`src/rtl/fcr_pkg.sv`:
```
package fcr_pkg;
    localparam int unsigned CMD_W_DEF  = 8;
    localparam int unsigned NUM_LS_DEF = 4;
    localparam int unsigned SYNC_DEF   = 2;

    // Synchronized serial line with its detected edges.
    typedef struct packed {
        logic level;
        logic rise;
        logic fall;
    } line_t;
endpackage

```
`src/rtl/fcr_sync.sv`:
```
module fcr_sync #(
    parameter int unsigned W       = 3,
    parameter int unsigned STAGES  = 2,
    parameter logic [W-1:0] RST_VAL = '0
) (
    input  logic         clk,
    input  logic         rst_n,
    input  logic [W-1:0] raw_i,
    output fcr_pkg::line_t line_o [W]
);
    localparam int unsigned DEPTH = STAGES + 1;

    logic [W-1:0] stg_q [DEPTH];
    logic [W-1:0] stg_d [DEPTH];

    always_comb begin
        stg_d[0] = raw_i;
        for (int k = 1; k < DEPTH; k++) stg_d[k] = stg_q[k-1];
    end

    always_ff @(posedge clk or negedge rst_n) begin
        if (!rst_n) begin
            for (int k = 0; k < DEPTH; k++) stg_q[k] <= RST_VAL;
        end else begin
            for (int k = 0; k < DEPTH; k++) stg_q[k] <= stg_d[k];
        end
    end

    for (genvar b = 0; b < W; b++) begin : g_line
        assign line_o[b].level = stg_q[STAGES-1][b];
        assign line_o[b].rise  = stg_q[STAGES-1][b] & ~stg_q[STAGES][b];
        assign line_o[b].fall  = ~stg_q[STAGES-1][b] & stg_q[STAGES][b];
    end
endmodule

```
`src/rtl/fcr_frame.sv`:
```
module fcr_frame #(
    parameter int unsigned CMD_W = 8
) (
    input  logic             clk,
    input  logic             rst_n,
    input  logic             cs_lvl_i,
    input  logic             cs_fall_i,
    input  logic             cs_rise_i,
    input  logic             sclk_fall_i,
    input  logic             di_lvl_i,
    output logic             commit_o,
    output logic [CMD_W-1:0] word_o,
    output logic             short_o,
    output logic             long_o
);
    localparam int unsigned CNT_MAX = CMD_W + 1;
    localparam int unsigned CNT_W   = $clog2(CNT_MAX + 1);
    localparam logic [CNT_W-1:0] CNT_FULL = CNT_W'(CMD_W);
    localparam logic [CNT_W-1:0] CNT_SAT  = CNT_W'(CNT_MAX);

    typedef struct packed {
        logic [CMD_W-1:0] sr;
        logic [CNT_W-1:0] cnt;
        logic             short_f;
        logic             long_f;
    } frame_t;

    frame_t st_d, st_q;

    always_comb begin
        st_d = st_q;
        if (cs_fall_i) begin
            st_d.cnt = '0;
        end else if (!cs_lvl_i && sclk_fall_i) begin
            if (st_q.cnt < CNT_FULL) st_d.sr = {di_lvl_i, st_q.sr[CMD_W-1:1]};
            if (st_q.cnt < CNT_SAT)  st_d.cnt = st_q.cnt + 1'b1;
        end
        if (cs_rise_i) begin
            st_d.short_f = (st_q.cnt < CNT_FULL);
            st_d.long_f  = (st_q.cnt > CNT_FULL);
        end
    end

    always_ff @(posedge clk or negedge rst_n) begin
        if (!rst_n) st_q <= '0;
        else        st_q <= st_d;
    end

    assign commit_o = cs_rise_i && (st_q.cnt == CNT_FULL);
    assign word_o   = st_q.sr;
    assign short_o  = st_q.short_f;
    assign long_o   = st_q.long_f;

    // idle chip select freezes shifter and counter
    assert_idle_frozen_R2: assert property (@(posedge clk) disable iff (!rst_n)
        cs_lvl_i |=> ($stable(st_q.sr) && $stable(st_q.cnt)));

    // clocks past the eighth do not shift
    assert_no_extra_shift_R3: assert property (@(posedge clk) disable iff (!rst_n)
        (!cs_lvl_i && !cs_fall_i && sclk_fall_i && st_q.cnt >= CNT_FULL) |=> $stable(st_q.sr));

    // counter holds at saturation within a frame
    assert_cnt_saturates_R9: assert property (@(posedge clk) disable iff (!rst_n)
        (st_q.cnt == CNT_SAT && !cs_fall_i) |=> (st_q.cnt == CNT_SAT));
endmodule

```
`src/rtl/fcr_cmd.sv`:
```
module fcr_cmd #(
    parameter int unsigned CMD_W = 8
) (
    input  logic             clk,
    input  logic             rst_n,
    input  logic             commit_i,
    input  logic [CMD_W-1:0] word_i,
    input  logic [CMD_W-1:0] clr_i,
    output logic [CMD_W-1:0] cmd_o,
    output logic             standby_o
);
    logic [CMD_W-1:0] cmd_d, cmd_q;

    always_comb begin
        cmd_d = commit_i ? word_i : cmd_q;
        cmd_d = cmd_d & ~clr_i;   // protection clear has priority
    end

    always_ff @(posedge clk or negedge rst_n) begin
        if (!rst_n) cmd_q <= '0;
        else        cmd_q <= cmd_d;
    end

    assign cmd_o     = cmd_q;
    assign standby_o = ~|cmd_q;

    // a cleared bit is off on the next clock, commit or not
    assert_clear_wins_R7: assert property (@(posedge clk) disable iff (!rst_n)
        (|clr_i) |=> ((cmd_q & $past(clr_i)) == '0));

    // no commit and no clear keeps the command
    assert_cmd_holds_R4: assert property (@(posedge clk) disable iff (!rst_n)
        (!commit_i && clr_i == '0) |=> $stable(cmd_q));
endmodule

```
`src/rtl/frame_cmd_reg.sv`:
```
module frame_cmd_reg #(
    parameter int unsigned CMD_W       = fcr_pkg::CMD_W_DEF,
    parameter int unsigned NUM_LS      = fcr_pkg::NUM_LS_DEF,
    parameter int unsigned SYNC_STAGES = fcr_pkg::SYNC_DEF
) (
    input  logic                      clk,
    input  logic                      rst_n,
    input  logic                      cs_i,
    input  logic                      sclk_i,
    input  logic                      di_i,
    input  logic [CMD_W-1:0]          fault_clr_i,
    output logic [NUM_LS-1:0]         ls_en_o,
    output logic [CMD_W-NUM_LS-1:0]   hs_en_o,
    output logic                      standby_o,
    output logic                      short_frame_o,
    output logic                      long_frame_o
);
    localparam int unsigned IDX_CS = 0;
    localparam int unsigned IDX_CK = 1;
    localparam int unsigned IDX_DI = 2;

    fcr_pkg::line_t   lines [3];
    logic             commit;
    logic [CMD_W-1:0] word;
    logic [CMD_W-1:0] cmd;

    fcr_sync #(.W(3), .STAGES(SYNC_STAGES), .RST_VAL(3'b001)) u_sync (
        .clk    (clk),
        .rst_n  (rst_n),
        .raw_i  ({di_i, sclk_i, cs_i}),
        .line_o (lines)
    );

    fcr_frame #(.CMD_W(CMD_W)) u_frame (
        .clk         (clk),
        .rst_n       (rst_n),
        .cs_lvl_i    (lines[IDX_CS].level),
        .cs_fall_i   (lines[IDX_CS].fall),
        .cs_rise_i   (lines[IDX_CS].rise),
        .sclk_fall_i (lines[IDX_CK].fall),
        .di_lvl_i    (lines[IDX_DI].level),
        .commit_o    (commit),
        .word_o      (word),
        .short_o     (short_frame_o),
        .long_o      (long_frame_o)
    );

    fcr_cmd #(.CMD_W(CMD_W)) u_cmd (
        .clk       (clk),
        .rst_n     (rst_n),
        .commit_i  (commit),
        .word_i    (word),
        .clr_i     (fault_clr_i),
        .cmd_o     (cmd),
        .standby_o (standby_o)
    );

    assign ls_en_o = cmd[NUM_LS-1:0];
    assign hs_en_o = cmd[CMD_W-1:NUM_LS];

    // a commit appears on the enables one clock later, minus any clears
    assert_commit_lands_R4: assert property (@(posedge clk) disable iff (!rst_n)
        commit |=> ({hs_en_o, ls_en_o} == ($past(word) & ~$past(fault_clr_i))));

    // a frame cannot be both short and long
    assert_flags_exclusive_R3: assert property (@(posedge clk) disable iff (!rst_n)
        !(short_frame_o && long_frame_o));
endmodule

```
`config.mk`:
```
export PLATFORM = sky130hd
export DESIGN_NAME = frame_cmd_reg
export DESIGN_NICKNAME = d
export VERILOG_FILES = /design/src/rtl/fcr_pkg.sv /design/src/rtl/fcr_sync.sv /design/src/rtl/fcr_frame.sv /design/src/rtl/fcr_cmd.sv /design/src/rtl/frame_cmd_reg.sv
export SDC_FILE = /design/constraint.sdc
export NUM_CORES = 1
export LEC_CHECK = 0
export BUFFER_PORTS_ARGS = -buffer_cell sky130_fd_sc_hd__buf_2
export CORE_MARGIN = 2
export CORE_UTILIZATION = 42
export DETAILED_ROUTE_END_ITERATION = 10
export PLACE_DENSITY = 0.64
export RECOVER_POWER = 25
export SETUP_SLACK_MARGIN = 0.02
export SYNTH_ARGS = -nofsm -noshare
export SYNTH_HDL_FRONTEND = slang
export SYNTH_SLANG_ARGS = --single-unit
```
`constraint.sdc`:
```
create_clock -name clk -period 2 [get_ports clk]
set_input_delay 0 -clock clk [delete_from_list [all_inputs] [get_ports clk]]
set_output_delay 0 -clock clk [all_outputs]
set_load 0.05 [all_outputs]
```
-- After elaboration in Yosys (flattened, before gate mapping)
Index checks and enable logic that the tools add are counted.
- register bits: 30
- output and inout port bits: 11
- input port bits: 13
- memory bits (read-only): 0
- word-level logic and storage cells: 35
- memories: 0
- RAM bits: 0
- latch bits: 0
- add/sub/neg operators: 1
- equality and inequality tests: 1
- magnitude comparators: 3
- multipliers: 0
- reduce and logical (&&, ||, !) cells: 9
- divide/modulo/power cells: 0
- shift-type cells: 0
- multiplexer cells: 4
- bitwise operators: 9
- operators with widths (cell ; count):
    4-bit two-way mux ; 3
    8-bit bitwise AND ; 1
    4-bit < comparator, second input constant ; 2
    8-bit two-way mux ; 1
    8-bit inverter ; 1
    8-bit OR reduction ; 1
    4-bit by 1-bit adder with 4-bit output, second input constant ; 1
    4-bit equality test, second input constant ; 1
    4-bit > comparator, second input constant ; 1
    1-bit inverter ; 4
    2-bit nonzero test ; 2
    1-bit bitwise AND ; 3
    3-bit AND reduction ; 1
    1-bit logical AND ; 2
    1-bit logical NOT ; 2
    2-bit AND reduction ; 1

-- Longest topological paths before layout
Gate-level depths: netlist of the first run.
- word-level depth: 5
- mapped depth: 5

-- Cells and area by module
A second synthesis of the first run with hierarchy kept.
- cells, all modules: 105
- area, all modules: 1338.8 um^2
- by module, submodules not included (module ; area each (um^2) ; cells an instance ; instances):
    fcr_frame ; 715.7 ; 59 ; 1
    fcr_cmd ; 334.1 ; 28 ; 1
    fcr_sync ; 289.0 ; 18 ; 1

-- Worst setup path before layout of the first run
Ideal clock, no wire load.
- path kind: register -> output
- start: register u_cmd.cmd_q[2] (netlist: u_cmd.cmd_o[2])
- end: output standby_o
- slack: 206 ps
- arrival time: 1794 ps
- cell stages (with the launch flop): 3
- required time: 2000 ps
- buffers on the path: 0
- path through: dfrtp_1 -> or4_1 -> nor2_1
- cells in the longest elaborated chain, start to end: 2
- RTL lines (element ; line ; text):
    start, declared ; fcr_cmd.sv:12 ; logic [CMD_W-1:0] cmd_d, cmd_q;
    start signal, assigned ; fcr_cmd.sv:21 ; else cmd_q <= cmd_d;
    8-bit OR reduction ; fcr_cmd.sv:25 ; assign standby_o = ~|cmd_q;
    1-bit logical NOT ; fcr_cmd.sv:25 ;
    end, declared ; frame_cmd_reg.sv:14 ; output logic standby_o,
Every way passes these cells.

-- Final worst setup path of the first run
- start: register u_sync.stg_q, in the netlist u_sync.line_o[8]
- end: register u_frame.st_q, in the netlist u_frame.word_o[7]
- cells in the longest elaborated chain, start to end: 4
- elaborated cells on any way between the ends: 6
- RTL lines (element ; line ; text):
    start, declared ; fcr_sync.sv:13 ; logic [W-1:0] stg_q [DEPTH];
    1-bit inverter ; fcr_sync.sv:32 ; assign line_o[b].fall = ~stg_q[STAGES-1][b] & stg_q[STAGES][b];
    1-bit bitwise AND ; fcr_sync.sv:32 ;
    1-bit inverter (no line) ; n/a ;
    3-bit AND reduction (no line) (*) ; n/a ;
    end signal, assigned ; fcr_frame.sv:46 ; else st_q <= st_d;
    end, declared ; fcr_frame.sv:28 ; frame_t st_d, st_q;
Mark *: on every way between the ends. The rest lies on a longest branch, timed or not.
A chain may end at the register's enable or synchronous reset.

==> results of run 1 <==
how the worst max path moves through the flow:
stage | endpoint | slack, ps | cells after the start
4_1_cts | u_frame.word_o[7] | 160 | 3
3_5_place_dp | u_frame.word_o[5] | 170 | 3
2_1_floorplan | standby_o | 210 | 2
6_report | u_frame.word_o[7] | 160 | 3
5_1_grt | u_frame.word_o[1] | 70 | 3
3_3_place_gp | u_frame.word_o[6] | 220 | 3
routing by layer:
layer | vias up | GRT usage, % | part of all wire [%]
li1 | 407 | - | -
met1 | 405 | 16.1 | 42
met2 | 18 | 25.0 | 50
met3 | 6 | 6.55 | 4.9
met4 | 0 | 7.79 | 2.4
met5 | - | 0 | 0
flip-flops by register name, summed over array words and instances (netlist names):
| name | flops |
|---|---|
| u_frame.short_o | 1 |
| u_sync.stg_q | 2 |
| u_frame.word_o | 8 |
| u_cmd.cmd_o | 8 |
| u_frame.st_q | 4 |
| u_sync.line_o | 3 |
| u_frame.long_o | 1 |
| u_sync.stg_d | 3 |
synth_stat cells (all sizes together), types with 2 or more instances:
cell | n | area, um^2
dfrtp | 27 | 676
nand2b | 18 | 113
mux2i | 10 | 100
mux2 | 8 | 120
nand2 | 7 | 26.3
inv | 4 | 15.0
dfstp | 3 | 78.8
ha | 2 | 25.0
o21ai | 2 | 10.0
or4 | 2 | 15.0
stage by stage:
| step | cell area (um^2) | setup WS (ps) | hold slack [ps] |
|---|---|---|---|
| after floorplan | 1280 | 206 | -296 |
| after global placement | 1430 | 224 | 57.8 |
| after detailed placement | 1430 | 174 | 67.2 |
| after CTS | 1590 | 164 | 244 |
| after global routing | 1590 | 67.4 | 293 |
| final | 1590 | 159 | 312 |
kinds of logic (layout without fill, tap and decap cells):
group                      after synthesis  count (layout)  synth area share (%)
AOI/OAI and AO/OA                        7               7                  4.01
muxes                                   18              18                  17.2
adders and majority gates                2               2                  1.95
and+or+nand+nor                         33              33                  15.8
DFF                                     30              30                  58.9
buffers and inverters                    5              47                  2.05
repair_timing:
action | CTS | global route
hold endpoints to repair | 38 | 0
hold buffers | 12 | 0
buffers inserted | 0 | 0
resized for setup | 0 | 0
endpoints found under the setup margin | 0 | 0
final cells by class:
cell class / instances / area (um^2)
fill: 263 / 1390
sequential: 30 / 754
multi-input combinational: 60 / 499
timing repair buffer: 35 / 234
clock buffer: 8 / 48.8
tap: 33 / 41.3
inverter: 4 / 15.0
where the power goes:
group	internal [W]	switching [W]	total (W)
Combinational	0.0000934	0.0000634	0.000157
Sequential	0.000658	0.0000408	0.000699
Clock	0.000140	0.000191	0.000330
==> impl_metrics.tcl, run 1 <==
set metrics [dict create \
    ios 24 \
    worst_r2r_path_depth 3 \
    die_x_um 59.2 \
    route.vias.total 836 \
    worstHoldEndpoint "u_sync.stg_d[3]" \
    grt_start_max_net_pins 31 \
    finalHoldViolations 0 \
    maxSlewHeadroom_pct -4.00 \
    numClockSinks 30 \
    post_synth_instance_area_um2 1280 \
    io_buffer_count 23 \
    cts_htree_levels 2 \
    post-layout-total-power_w 0.00119 \
    syn_avg_cell_area_um2 13.5 \
    timing.final.setup_violations 0 \
    most_instantiated_flip_flop_cell_in_the_synthesis_netlist "dfrtp_1" \
    floorplan.die_area_um2 3510 \
    numCtsBuffers 5 \
    final_common_cell "dfrtp_1" \
    synth_enable_flop_cells 0 \
    path_class "reg2reg" \
    crit-reg2reg-launch "u_sync.line_o[8]" \
    grt_pass1_vias 846 \
    min_period_ps 1840 \
    synth-warning-count 0 \
    cts_tree "done" \
    grt_first_pass_wirelength_um 3720 \
    grt_antenna_before_repair 0 \
    initial_core_util_pct 43.0 \
    overall_routing_resource_usage_pct 15.0 \
    rsz0062_at_grt "false" \
    irDropWorstVdd_v 0.000376 \
    power_density_nw_per_um2 745 \
    area_growth_pct 24.4 \
    register_bit_count_reported_by_yosys 30 \
    cp.arrival_ps 2050 \
    cts.path.max_buffers 2 \
    outcome "complete, but fails checks" \
    finish.utilization_pct 53.5 \
    tightest_slew_ps 1560 \
    crit_path_cell_trace "or3b_1 > or3_1 > mux2_4" \
    n_antenna_cell 0 \
    p_leak_nw 0.769 \
    worst-path-buf-inv 0 \
    place.detailed.instances 150 \
    syn-instance-count 95 \
    post_drt_via_cell_ratio 4.92 \
    gr-total-overflow 0 \
    detailedRoute.firstIterationViolations 16 \
    finalMaxSlewViolations 31 \
    die_h_um 59.2 \
    routedWlPerCell_um 12.3 \
    clock-root-buffer "clkbuf_4" \
    timing.max_cap.violations 1 \
    syn-num-nets 110 \
    drtPass1Iterations 4 \
    failed_checks "capacitance limit, slew limit" \
    clock.fmax_ghz 0.543 \
    worstSetupStartpointType "register" \
    setup_total_negative_slack_ps 0 \
    setup.reg_to_reg.worst_slack_ps 160 \
    synth_cell_type_count 22 \
    period_utilization_pct 92.1 \
    mostFrequentLayoutCells "27 x dfrtp_1, 22 x buf_2, 18 x nand2b_1, 12 x dlygate4sd3_1, 10 x mux2i_1" \
    synth_sequential_area_ratio_pct 58.9 \
    drive_above_1_share_pct 28.5 \
    r2r-end "u_frame.word_o[7]" \
    timing.critical_path.slowest_cell_delay_ps 540 \
    post-route-drc-count 0 \
    timing.critical_path.from "u_sync.line_o[8]" \
    worst_clock_skew_ps 14.6 \
    worst_hold_startpoint "cs_i" \
    detailedPlacementHpwl_um 1470 \
    hold_path.class "in2reg" \
    finalWirelength_um 2100 \
    crit_path_top_delay_cell "or3_1" \
    crit_required_ps 2210 \
    worstHoldPathCells 2 \
    core_area_um2 2980 \
    clock_latency_of_the_later_clocked_register_in_the_worst_skew_pair_ps 330 \
    rows 20 \
    finalWeightedCongestion 0.674 \
    post_layout_nonfiller_instances 170 \
    clk_transition_reported_paths_ps 80 \
    antenna_violating_nets_post_route 0 \
    crit_path_end_kind "register" \
    design.final.nets 151 \
    critical-path-top-delay-family "simple AND/OR/NAND/NOR gates" \
    asyncSetResetFlopFracSynth_pct 100 \
    timing.critical_path.fanout_max 8 \
]
Note: power is estimated with default switching activity, not from simulation.
==> run 2, diff against run 1 <==
--- a/config.mk
+++ b/config.mk
@@ -7,9 +7,9 @@
 export LEC_CHECK = 0
 export BUFFER_PORTS_ARGS = -buffer_cell sky130_fd_sc_hd__buf_2
 export CORE_MARGIN = 2
-export CORE_UTILIZATION = 42
+export CORE_UTILIZATION = 40
 export DETAILED_ROUTE_END_ITERATION = 10
-export PLACE_DENSITY = 0.64
+export PLACE_DENSITY = 0.62
 export RECOVER_POWER = 25
 export SETUP_SLACK_MARGIN = 0.02
 export SYNTH_ARGS = -nofsm -noshare
==> impl_metrics.tcl, run 2 (synthesized netlist as in run 1, its figures left out) <==
set metrics [dict create \
    outcome "complete, but fails checks" \
    failed_checks "capacitance limit, slew limit" \
    cts.path.max_buffers 2 \
    numClockSinks 30 \
    detail_route.wirelength.met1_um 992 \
    post-route-drc-count 0 \
    hold_path.class "in2reg" \
    post_drt_via_cell_ratio 4.55 \
    drive_above_1_share_pct 28.5 \
    path_class "reg2reg" \
    power_density_nw_per_um2 737 \
    antenna_violating_nets_post_route 0 \
    initial_core_util_pct 41.9 \
    n_antenna_cell 0 \
    design.final.nets 151 \
    setup_total_negative_slack_ps 0 \
    overall_routing_resource_usage_pct 13.8 \
    detailedRoute.firstIterationViolations 20 \
    post-cts-setup-buffer-count 0 \
    timing.final.setup_violations 0 \
    route.top_layer_used "met4" \
    rows 20 \
    cts_htree_levels 2 \
    io_buffer_count 23 \
    area_growth_pct 25.5 \
    floorplan.die_area_um2 3670 \
    gr-total-overflow 0 \
    finalWirelength_um 2190 \
    ios 24 \
    grt_pass1_vias 801 \
    grt_first_pass_wirelength_um 3530 \
    min_period_ps 1820 \
    final_common_cell "dfrtp_1" \
    clock_latency_of_the_later_clocked_register_in_the_worst_skew_pair_ps 320 \
    die_h_um 60.6 \
    cp.arrival_ps 2030 \
    worstSetupStartpointType "register" \
    rsz0062_at_grt "false" \
    period_utilization_pct 91.1 \
    crit_required_ps 2210 \
    detailedPlacementHpwl_um 1480 \
    timing.max_cap.violations 1 \
    finalMaxSlewViolations 31 \
    finalWeightedCongestion 0.677 \
    post-route-worst-setup-slack_ps 178 \
    maxSlewHeadroom_pct -2.57 \
    finalHoldViolations 0 \
    wl_met3_um 97 \
    clock-root-buffer "clkbuf_4" \
    timing.critical_path.fanout_max 8 \
    tightest_slew_ps 1540 \
    clk_transition_reported_paths_ps 80 \
    crit_path_end_kind "register" \
    die_x_um 60.6 \
    dr_wl_met2_um 1050 \
    grt_start_max_net_pins 31 \
    route.vias.total 823 \
    routedWlPerCell_um 12.1 \
    core_area_um2 3050 \
    mostFrequentLayoutCells "27 x dfrtp_1, 22 x buf_2, 18 x nand2b_1, 12 x dlygate4sd3_1, 10 x mux2i_1" \
    timing.hold.ws_ps 321 \
    worst_clock_skew_ps 7.89 \
    clock.fmax_ghz 0.549 \
    numCtsBuffers 5 \
    irDropWorstVdd_v 0.000297 \
    grt_antenna_before_repair 0 \
    cts_tree "done" \
    p_leak_nw 0.769 \
    drtPass1Iterations 4 \
    worst_slack_at_placement_ps 185 \
]
-- run 2: critical path, stage by stage, from the launching register on --
cell     delay, ps
dfstp_1        390
or3b_1         420
or3_1          540
mux2_4         370
-- run 2: layout make-up --
| class | instances | area, um^2 |
|---|---|---|
| Fill cell | 276 | 1450 |
| Sequential cell | 30 | 754 |
| Multi-Input combinational cell | 60 | 499 |
| Timing Repair Buffer | 35 | 234 |
| Tap cell | 44 | 55.1 |
| Clock buffer | 8 | 48.8 |
| Inverter | 4 | 15.0 |
-- run 2: layer usage --
layer	vias to the layer above	track usage, %
li1	405	-
met1	393	16.8
met2	20	21.0
met3	5	4.48
met4	0	9.32
met5	-	0
-- run 2: metrics by stage --
stage	std cells	instance area, um^2	total power [W]	utilization (%)
after global placement	161	1440	0.000844	47.1
after floorplan	95	1280	0.000803	-
after detailed placement	161	1440	0.000854	47.1
after CTS	181	1610	0.00121	52.7
after global routing	181	1610	0.00125	52.6
final	181	1610	0.00118	52.6
-- run 2: report_power, final --
part | switching, W | internal [W]
registers | 0.0000431 | 0.000658
clock network | 0.000186 | 0.000140
logic | 0.0000627 | 0.0000933
-- run 2: timing repair --
action                    4_1_cts  5_1_grt
hold endpoints to repair       38        0
gates resized for setup         0        0
hold buffers                   12        0
-- run 2: worst paths after layout --
kind	from	to	slack [ps]	cells past startpoint
worst max-delay path	u_sync.line_o[8]	u_frame.word_o[5]	180	3
worst min-delay path	di_i	u_sync.stg_d[5]	320	2
worst max register to register	u_sync.line_o[8]	u_frame.word_o[5]	180	3
worst min register to register	u_sync.stg_d[5]	u_sync.line_o[2]	360	0
max in group asynchronous	rst_n	u_frame.st_q[3]	510	2
min in group asynchronous	rst_n	u_cmd.cmd_o[0]	590	2
